<file path="src/rtl/fec_pkg.sv">
package fec_pkg;

    localparam int REG_W  = 8;
    localparam int SIDE_W = 4;
    localparam int CNT_W  = 2 * REG_W - SIDE_W;

    typedef logic [CNT_W-1:0] count_t;

    localparam count_t CNT_MAX = '1;

    typedef struct packed {
        logic ft;
        logic fps;
        logic oos;
    } evt_t;

    typedef struct packed {
        logic cnt_oos;
        logic esf;
    } ctrl_t;

    typedef enum logic [1:0] {
        SRC_FT  = 2'd0,
        SRC_FPS = 2'd1,
        SRC_OOS = 2'd2
    } src_e;

    typedef struct packed {
        logic [REG_W-1:0] hi;
        logic [REG_W-1:0] lo;
    } regpair_t;

    function automatic src_e pick_src(ctrl_t c);
        if (c.cnt_oos)
            return SRC_OOS;
        else if (c.esf)
            return SRC_FPS;
        else
            return SRC_FT;
    endfunction

    function automatic count_t sat_inc(count_t c, logic en);
        if (en && (c != CNT_MAX))
            return c + count_t'(1);
        else
            return c;
    endfunction

endpackage

</file>
<file path="src/rtl/fec_event_sel.sv">
module fec_event_sel
    import fec_pkg::*;
(
    input  evt_t  evt,
    input  ctrl_t ctrl,
    output logic  hit
);

    src_e src;

    always_comb begin
        src = pick_src(ctrl);
        case (src)
            SRC_FT:  hit = evt.ft;
            SRC_FPS: hit = evt.fps;
            SRC_OOS: hit = evt.oos;
            default: hit = 1'b0;
        endcase
    end

endmodule

</file>
<file path="src/rtl/fec_sat_counter.sv">
module fec_sat_counter
    import fec_pkg::*;
(
    input  logic   clk,
    input  logic   rst,
    input  logic   inc,
    input  logic   restart,
    output count_t q
);

    count_t q_nxt;

    always_comb begin
        if (restart)
            q_nxt = inc ? count_t'(1) : '0;
        else
            q_nxt = sat_inc(q, inc);
    end

    always_ff @(posedge clk) begin
        if (rst)
            q <= '0;
        else
            q <= q_nxt;
    end

    assert_no_overflow_R9: assert property (@(posedge clk) disable iff (rst)
        (!restart && q == CNT_MAX) |=> (q == CNT_MAX));

    assert_single_step_R10: assert property (@(posedge clk) disable iff (rst)
        !restart |=> (q == $past(q) || q == $past(q) + count_t'(1)));

    assert_restart_R5: assert property (@(posedge clk) disable iff (rst)
        restart |=> (q <= count_t'(1)));

    assert_reset_clear_R1: assert property (@(posedge clk)
        rst |=> (q == '0));

endmodule

</file>
<file path="src/rtl/fec_hold_reg.sv">
module fec_hold_reg
    import fec_pkg::*;
(
    input  logic   clk,
    input  logic   rst,
    input  logic   load,
    input  count_t d,
    output count_t q
);

    always_ff @(posedge clk) begin
        if (rst)
            q <= '0;
        else if (load)
            q <= d;
    end

    assert_hold_stable_R6: assert property (@(posedge clk) disable iff (rst)
        !load |=> $stable(q));

    assert_hold_capture_R5: assert property (@(posedge clk) disable iff (rst)
        load |=> (q == $past(d)));

endmodule

</file>
<file path="src/rtl/fec_counter_top.sv">
module fec_counter_top
    import fec_pkg::*;
(
    input  logic              clk,
    input  logic              rst,
    input  logic              ft_err_p,
    input  logic              fps_err_p,
    input  logic              oos_mf_p,
    input  logic              cnt_oos_sel,
    input  logic              esf_sel,
    input  logic              latch_req,
    input  logic [SIDE_W-1:0] pcv_nib_in,
    output logic [REG_W-1:0]  cnt_reg_hi,
    output logic [REG_W-1:0]  cnt_reg_lo
);

    localparam int HI_CNT_W = CNT_W - REG_W;

    evt_t     evt;
    ctrl_t    ctrl;
    logic     hit;
    count_t   running;
    count_t   held;
    regpair_t regs;

    assign evt  = '{ft: ft_err_p, fps: fps_err_p, oos: oos_mf_p};
    assign ctrl = '{cnt_oos: cnt_oos_sel, esf: esf_sel};

    fec_event_sel u_sel (
        .evt  (evt),
        .ctrl (ctrl),
        .hit  (hit)
    );

    fec_sat_counter u_cnt (
        .clk     (clk),
        .rst     (rst),
        .inc     (hit),
        .restart (latch_req),
        .q       (running)
    );

    fec_hold_reg u_hold (
        .clk  (clk),
        .rst  (rst),
        .load (latch_req),
        .d    (running),
        .q    (held)
    );

    genvar gi;
    generate
        for (gi = 0; gi < REG_W; gi++) begin : g_lo
            assign regs.lo[gi] = held[gi];
        end
        for (gi = 0; gi < HI_CNT_W; gi++) begin : g_hi
            assign regs.hi[SIDE_W + gi] = held[REG_W + gi];
        end
        for (gi = 0; gi < SIDE_W; gi++) begin : g_side
            assign regs.hi[gi] = pcv_nib_in[gi];
        end
    endgenerate

    assign cnt_reg_hi = regs.hi;
    assign cnt_reg_lo = regs.lo;

    assert_d4_ignores_R2: assert property (@(posedge clk) disable iff (rst)
        (!cnt_oos_sel && !esf_sel && !ft_err_p && !latch_req) |=> $stable(running));

    assert_esf_ignores_R3: assert property (@(posedge clk) disable iff (rst)
        (!cnt_oos_sel && esf_sel && !fps_err_p && !latch_req) |=> $stable(running));

    assert_oos_ignores_R4: assert property (@(posedge clk) disable iff (rst)
        (cnt_oos_sel && !oos_mf_p && !latch_req) |=> $stable(running));

    assert_regs_quiet_R6: assert property (@(posedge clk) disable iff (rst)
        !latch_req |=> ($stable(cnt_reg_lo) && $stable(cnt_reg_hi[REG_W-1:SIDE_W])));

endmodule

</file>
<file path="config.mk">
export PLATFORM = sky130hd
export DESIGN_NAME = fec_counter_top
export DESIGN_NICKNAME = d
export VERILOG_FILES = /design/src/rtl/fec_pkg.sv /design/src/rtl/fec_event_sel.sv /design/src/rtl/fec_sat_counter.sv /design/src/rtl/fec_hold_reg.sv /design/src/rtl/fec_counter_top.sv
export SDC_FILE = /design/constraint.sdc
export NUM_CORES = 1
export LEC_CHECK = 0
export CORE_ASPECT_RATIO = 0.7
export CORE_UTILIZATION = 51
export DETAILED_ROUTE_END_ITERATION = 7
export GPL_TIMING_DRIVEN = 1
export PLACE_DENSITY = 0.82
export SYNTH_ARGS = -nofsm -noshare
export SYNTH_HDL_FRONTEND = slang
export SYNTH_HIERARCHICAL = 1
export SYNTH_SLANG_ARGS = --single-unit
</file>
<file path="constraint.sdc">
create_clock -name clk -period 3.9 [get_ports clk]
set_input_delay 0.585 -clock clk [delete_from_list [all_inputs] [get_ports clk]]
set_output_delay 0.585 -clock clk [all_outputs]
set_load 0.01 [all_outputs]
</file>
# Word-level counts from Yosys, hierarchy flattened
# Index checks and enable logic that the tools add are counted.
[totals]
ff_bits = 24
in_bits = 12
out_inout_bits = 16
word_cells = 15
[classes]
addsub = 1
eq_ne = 3
muxes = 6
reduce_logical = 3
[ops]
columns = ["cell", "count"]
rows = [
  ["12-bit two-way mux", 2],
  ["12-bit by 1-bit adder with 12-bit output (second input constant)", 1],
  ["12-bit inequality test (second input constant)", 1],
  ["1-bit case mux with 3 select lines", 1],
  ["2-bit by 1-bit equality test with 1-bit output (second input constant)", 1],
  ["2-bit equality test (second input constant)", 1],
  ["2-bit logical NOT", 1],
  ["1-bit two-way mux", 2],
  ["2-bit two-way mux", 1],
  ["2-bit nonzero test", 1],
  ["1-bit logical AND", 1],
]

# Logic depth before layout (Yosys ltp)
[logic_depth]
depth_word = 7
depth_mapped = 6
mapped_depth_nobuf = 6

# Hierarchy
# Netlist, hierarchy kept.
[modules_own_cells]
columns = ["module", "n_inst", "cells_each", "area_each_um2", "seq_area_each_um2"]
rows = [
  ["fec_sat_counter", 1, 77, 655.6, 240.2],
  ["fec_hold_reg", 1, 38, 420.4, 240.2],
  ["fec_counter_top", 1, 4, 30.0, 0.0],
  ["fec_event_sel", 1, 3, 18.8, 0.0],
]

# Worst setup path after synthesis
# OpenSTA, ideal clock, no wires.
[synth_path]
kind = "in2reg"
start = "input esf_sel"
end = "register u_cnt.q[9]"
setup_ns = 0.116
arrival_time_ns = 1.829
t_required_ns = 3.784
path_slack_ns = 1.955
stages = 6
path_buffers = 0
cell_sequence = "mux2i_1 o21ai_1 nand3_2 a211oi_4 a31oi_1 a41o_1"
[synth_via]
elab_chain_cells = 6
elab_cells_between_ends = 8
classes_between = "eq/ne: 2; mux: 3; reduce/logical: 3"
[synth_rtl]
columns = ["element", "line_no", "source"]
rows = [
  ["start, declared", "fec_counter_top.sv:10", "input logic esf_sel,"],
  ["1-bit two-way mux (*)", "fec_pkg.sv:36", "else if (c.esf)"],
  ["2-bit two-way mux (*)", "fec_pkg.sv:34", "if (c.cnt_oos)"],
  ["2-bit equality test, or another cell as far along", "fec_event_sel.sv:13", "case (src)"],
  ["1-bit case mux with 3 select lines (*)", "fec_event_sel.sv:13", ""],
  ["via hit", "fec_counter_top.sv:21", "logic hit;"],
  ["1-bit logical AND (*)", "fec_pkg.sv:43", "if (en && (c != CNT_MAX))"],
  ["2-bit nonzero test (no line) (*)", "-", ""],
  ["end signal, assigned", "fec_sat_counter.sv:24", "q <= q_nxt;"],
  ["end, declared", "fec_sat_counter.sv:8", "output count_t q"],
]
# The timed path passes the listed nets; every way through them passes the cells marked *.
# A chain may end at the register's enable or synchronous reset.

# Worst setup path after layout
# Ends and elaborated chain as after synthesis.

==> key figures <==
Placement
  • Dpl hpwl: 1739 um
  • Port Buffers: 19
  • Final Wtd Congestion: 0.9168
  • Placed inst area: 1294 um2

Route
  • Initial DRC count: 48
  • Remaining DRCs: 0
  • Post-route ant nets: 0
  • Wire per inst: 14.16 um
  • Vias per cell: 5.663
  • First-pass iteration count of the detailed router: 4
  • Final WL: 2350 um
  • Total number of vias: 940

Synth
  • Most common cell in the netlist: dfxtp_1
  • Top cells by count, synth: dfxtp_1, nor2_1, mux2i_1
  • Share of the synthesized area in the top cell type: 42.71%
  • Main synth FF type: dfxtp_1
  • Largest cells by area after synthesis: dfxtp_1, mux2i_1, nor2_1, nand3_1, buf_4
  • Synth Area in Simple Gates: 21.69%
  • Largest family of logic cells by synthesized area: simple AND/OR/NAND/NOR gates
  • Syn_area_per_cell: 9.220 um2
  • Adder-cell area share of the yosys netlist: 1.112%
  • Synth Area in Compound Gates: 14.79%
  • Register area share after synthesis: 42.71%
  • Post-Syn Area: 1125 um2
  • Multiplexer share of the synthesized area: 13.35%
  • Netlist cell types: 32
  • XOR/XNOR Fraction of Synth Area: 0.7786%
  • Syn. warnings: 6
  • Asr flop ratio synth: 0%
  • Area leader, netlist: dfxtp_1
  • Net Count, Synth: 135
  • Synthesized instance count: 122
  • #FFs+latches synth: 24
  • EDFF count, synth: 0

Clocking
  • CTS max path bufs: 2
  • Sink Count: 24
  • Post-CTS Setup Bufs: 0
  • CTS resizes: 0
  • Clock latency on the worst-skew pair: 0.32 ns
  • Root Buffer: clkbuf_4
  • # H-tree levels: 1
  • Hold buffers post-CTS: 0
  • Worst-path clk slew: 0.12 ns
  • CTS tree: yes
  • TritonCTS Buffers: 3

Hold path
  • Hold Path Class: reg2reg

GRT
  • GRT Overall Usage: 22.42%
  • Largest net degree at the start of global routing: 19
  • First-pass GRT wire length: 3781 um
  • Initial antenna violation count: 0
  • Vias in the first global route: 807
  • Total grt overflow: 0

Setup path
  • Max FO, Critical Path: 8
  • Startpoint types: input port
  • Critical path class: in2reg
  • CP Capture Type: flop
  • WP data required: 4.13 ns
  • Worst EP arrival: 2.52 ns

Power and ir drop
  • Psw: 0.09253 mW
  • Internal Power: 0.3186 mW
  • Reg power frac: 60.7%
  • Comb pwr share: 7.5%
  • Clock share of power: 31.8%
  • Pwr Density: 309.1 nW/um2
  • Switching share of power: 22.51%
  • Pleak: 0.4940 nW
  • Peak VDD IR: 0.0002287 V

Die
  • Core Region: 1968 um2
  • Die ar.: 2400 um2
  • Initial Utilization: 57.15%
  • # IOs: 28
  • Die Y: 41.29 um
  • Row count: 13
  • Die width: 58.13 um

Run
  • Max Cap Viol: 0

Finish
  • Inserted Diodes: 0
  • Fillers: 159
  • P&R area growth vs syn: 18.24%
  • Share of cells above drive strength 1: 8.088%
  • Fin nets: 150
  • Final Cell Area: 1330 um2

Timing
  • Slew Viols, Final: 0
  • Clock Skew: 0.001729 ns
  • RSZ-0062 raised after global routing: false
  • Setup TNS: 0 ns
  • Fin. Hold Viols: 0
  • Fin crit period: 2.293 ns
  • Worst slew pin tran: 0.8168 ns
  • Achievable clock frequency: 436.1 MHz
  • Endpoints failing setup: 0
  • Tcrit/Tclk final: 58.80%
  • Relative slew margins: 45.38%

Run status
  • Run status: finished clean
-- per-layer routing --
layer,share of wire [%],GRT usage (%),vias to the layer above
met5,0,0,-
met4,0.81,8.333,0
met3,5.1,7.716,4
met2,48,39.94,27
met1,46,26.13,441
li1,-,-,468
-- per-stage QoR --
stage / setup slack, ns / hold slack (ns) / cells / utilization, % / power [mW]
global route: 1.535 / 0.5368 / 166 / 67.58 / 0.4283
finish: 1.607 / 0.5040 / 166 / 67.58 / 0.4111
global placement: 1.398 / 0.4742 / 162 / 65.73 / 0.2846
detailed placement: 1.285 / 0.4784 / 162 / 65.73 / 0.2856
floorplan: 1.955 / 0.4581 / 122 / - / 0.2766
CTS: 1.629 / 0.5105 / 166 / 67.58 / 0.4136
-- layout by cell type (no fill, tap or decap), types with 2 or more instances in the layout --
| cell type | n |
|---|---|
| nand4_1 | 3 |
| o311ai_1 | 2 |
| a211oi_1 | 2 |
| o21ai_0 | 5 |
| or3_1 | 2 |
| dfxtp_1 | 24 |
| o21ai_1 | 2 |
| clkbuf_4 | 3 |
| nor2_1 | 20 |
| nand2_1 | 8 |
| clkdlybuf4s50_1 | 19 |
| a31oi_1 | 3 |
| nand3_2 | 2 |
| mux2i_1 | 15 |
| and4_4 | 2 |
| a21oi_1 | 4 |
| nand3_1 | 6 |
-- critical path: stages --
cell             delay (ns)
clkdlybuf4s50_1        0.47
mux2i_1                0.07
o21ai_1                0.50
nand3_2                0.18
a211oi_4               0.33
a31oi_1                0.15
a41o_1                 0.22
-- sequential cells by signal (all words and copies together), names as in the netlist --
name	count
u_cnt/q	12
u_hold/q	12
-- logic make-up (layout without fill, tap and decap cells) --
logic type,after synthesis,in the layout
and+or+nand+nor,48,48
DFF,24,24
AOI/OAI and AO/OA,23,23
muxes,15,15
buffers and inverters,10,24
adders and majority gates,1,1
xor gates and xnor gates,1,1
-- power groups by stage --
stage	logic [mW]	registers [mW]	clock network, mW
global route	0.0331	0.250	0.145
global placement	0.0297	0.255	0
CTS	0.0307	0.249	0.133
finish	0.0309	0.249	0.131
detailed placement	0.0307	0.255	0
floorplan	0.0220	0.255	0
-- worst paths after layout --
check | from | end | slack (ns) | depth (start not counted)
worst max-delay path | esf_sel | u_cnt/q[9] | 1.61 | 7
worst min-delay path | u_hold/q[3] | u_hold/q[3] | 0.50 | 2
worst max register to register | u_cnt/q[0] | u_cnt/q[10] | 2.06 | 5
worst min register to register | u_hold/q[3] | u_hold/q[3] | 0.50 | 2
-- area by class of cell --
type	instances	area (um2)	area share, %
inverter	1	3.754	0.2822
multi-input combinational	88	581.8	43.74
timing repair buffer	19	190.2	14.30
tap	30	37.54	2.822
clock buffer	4	36.28	2.728
sequential	24	480.5	36.12
No activity file was read; power rests on OpenSTA's default activity.
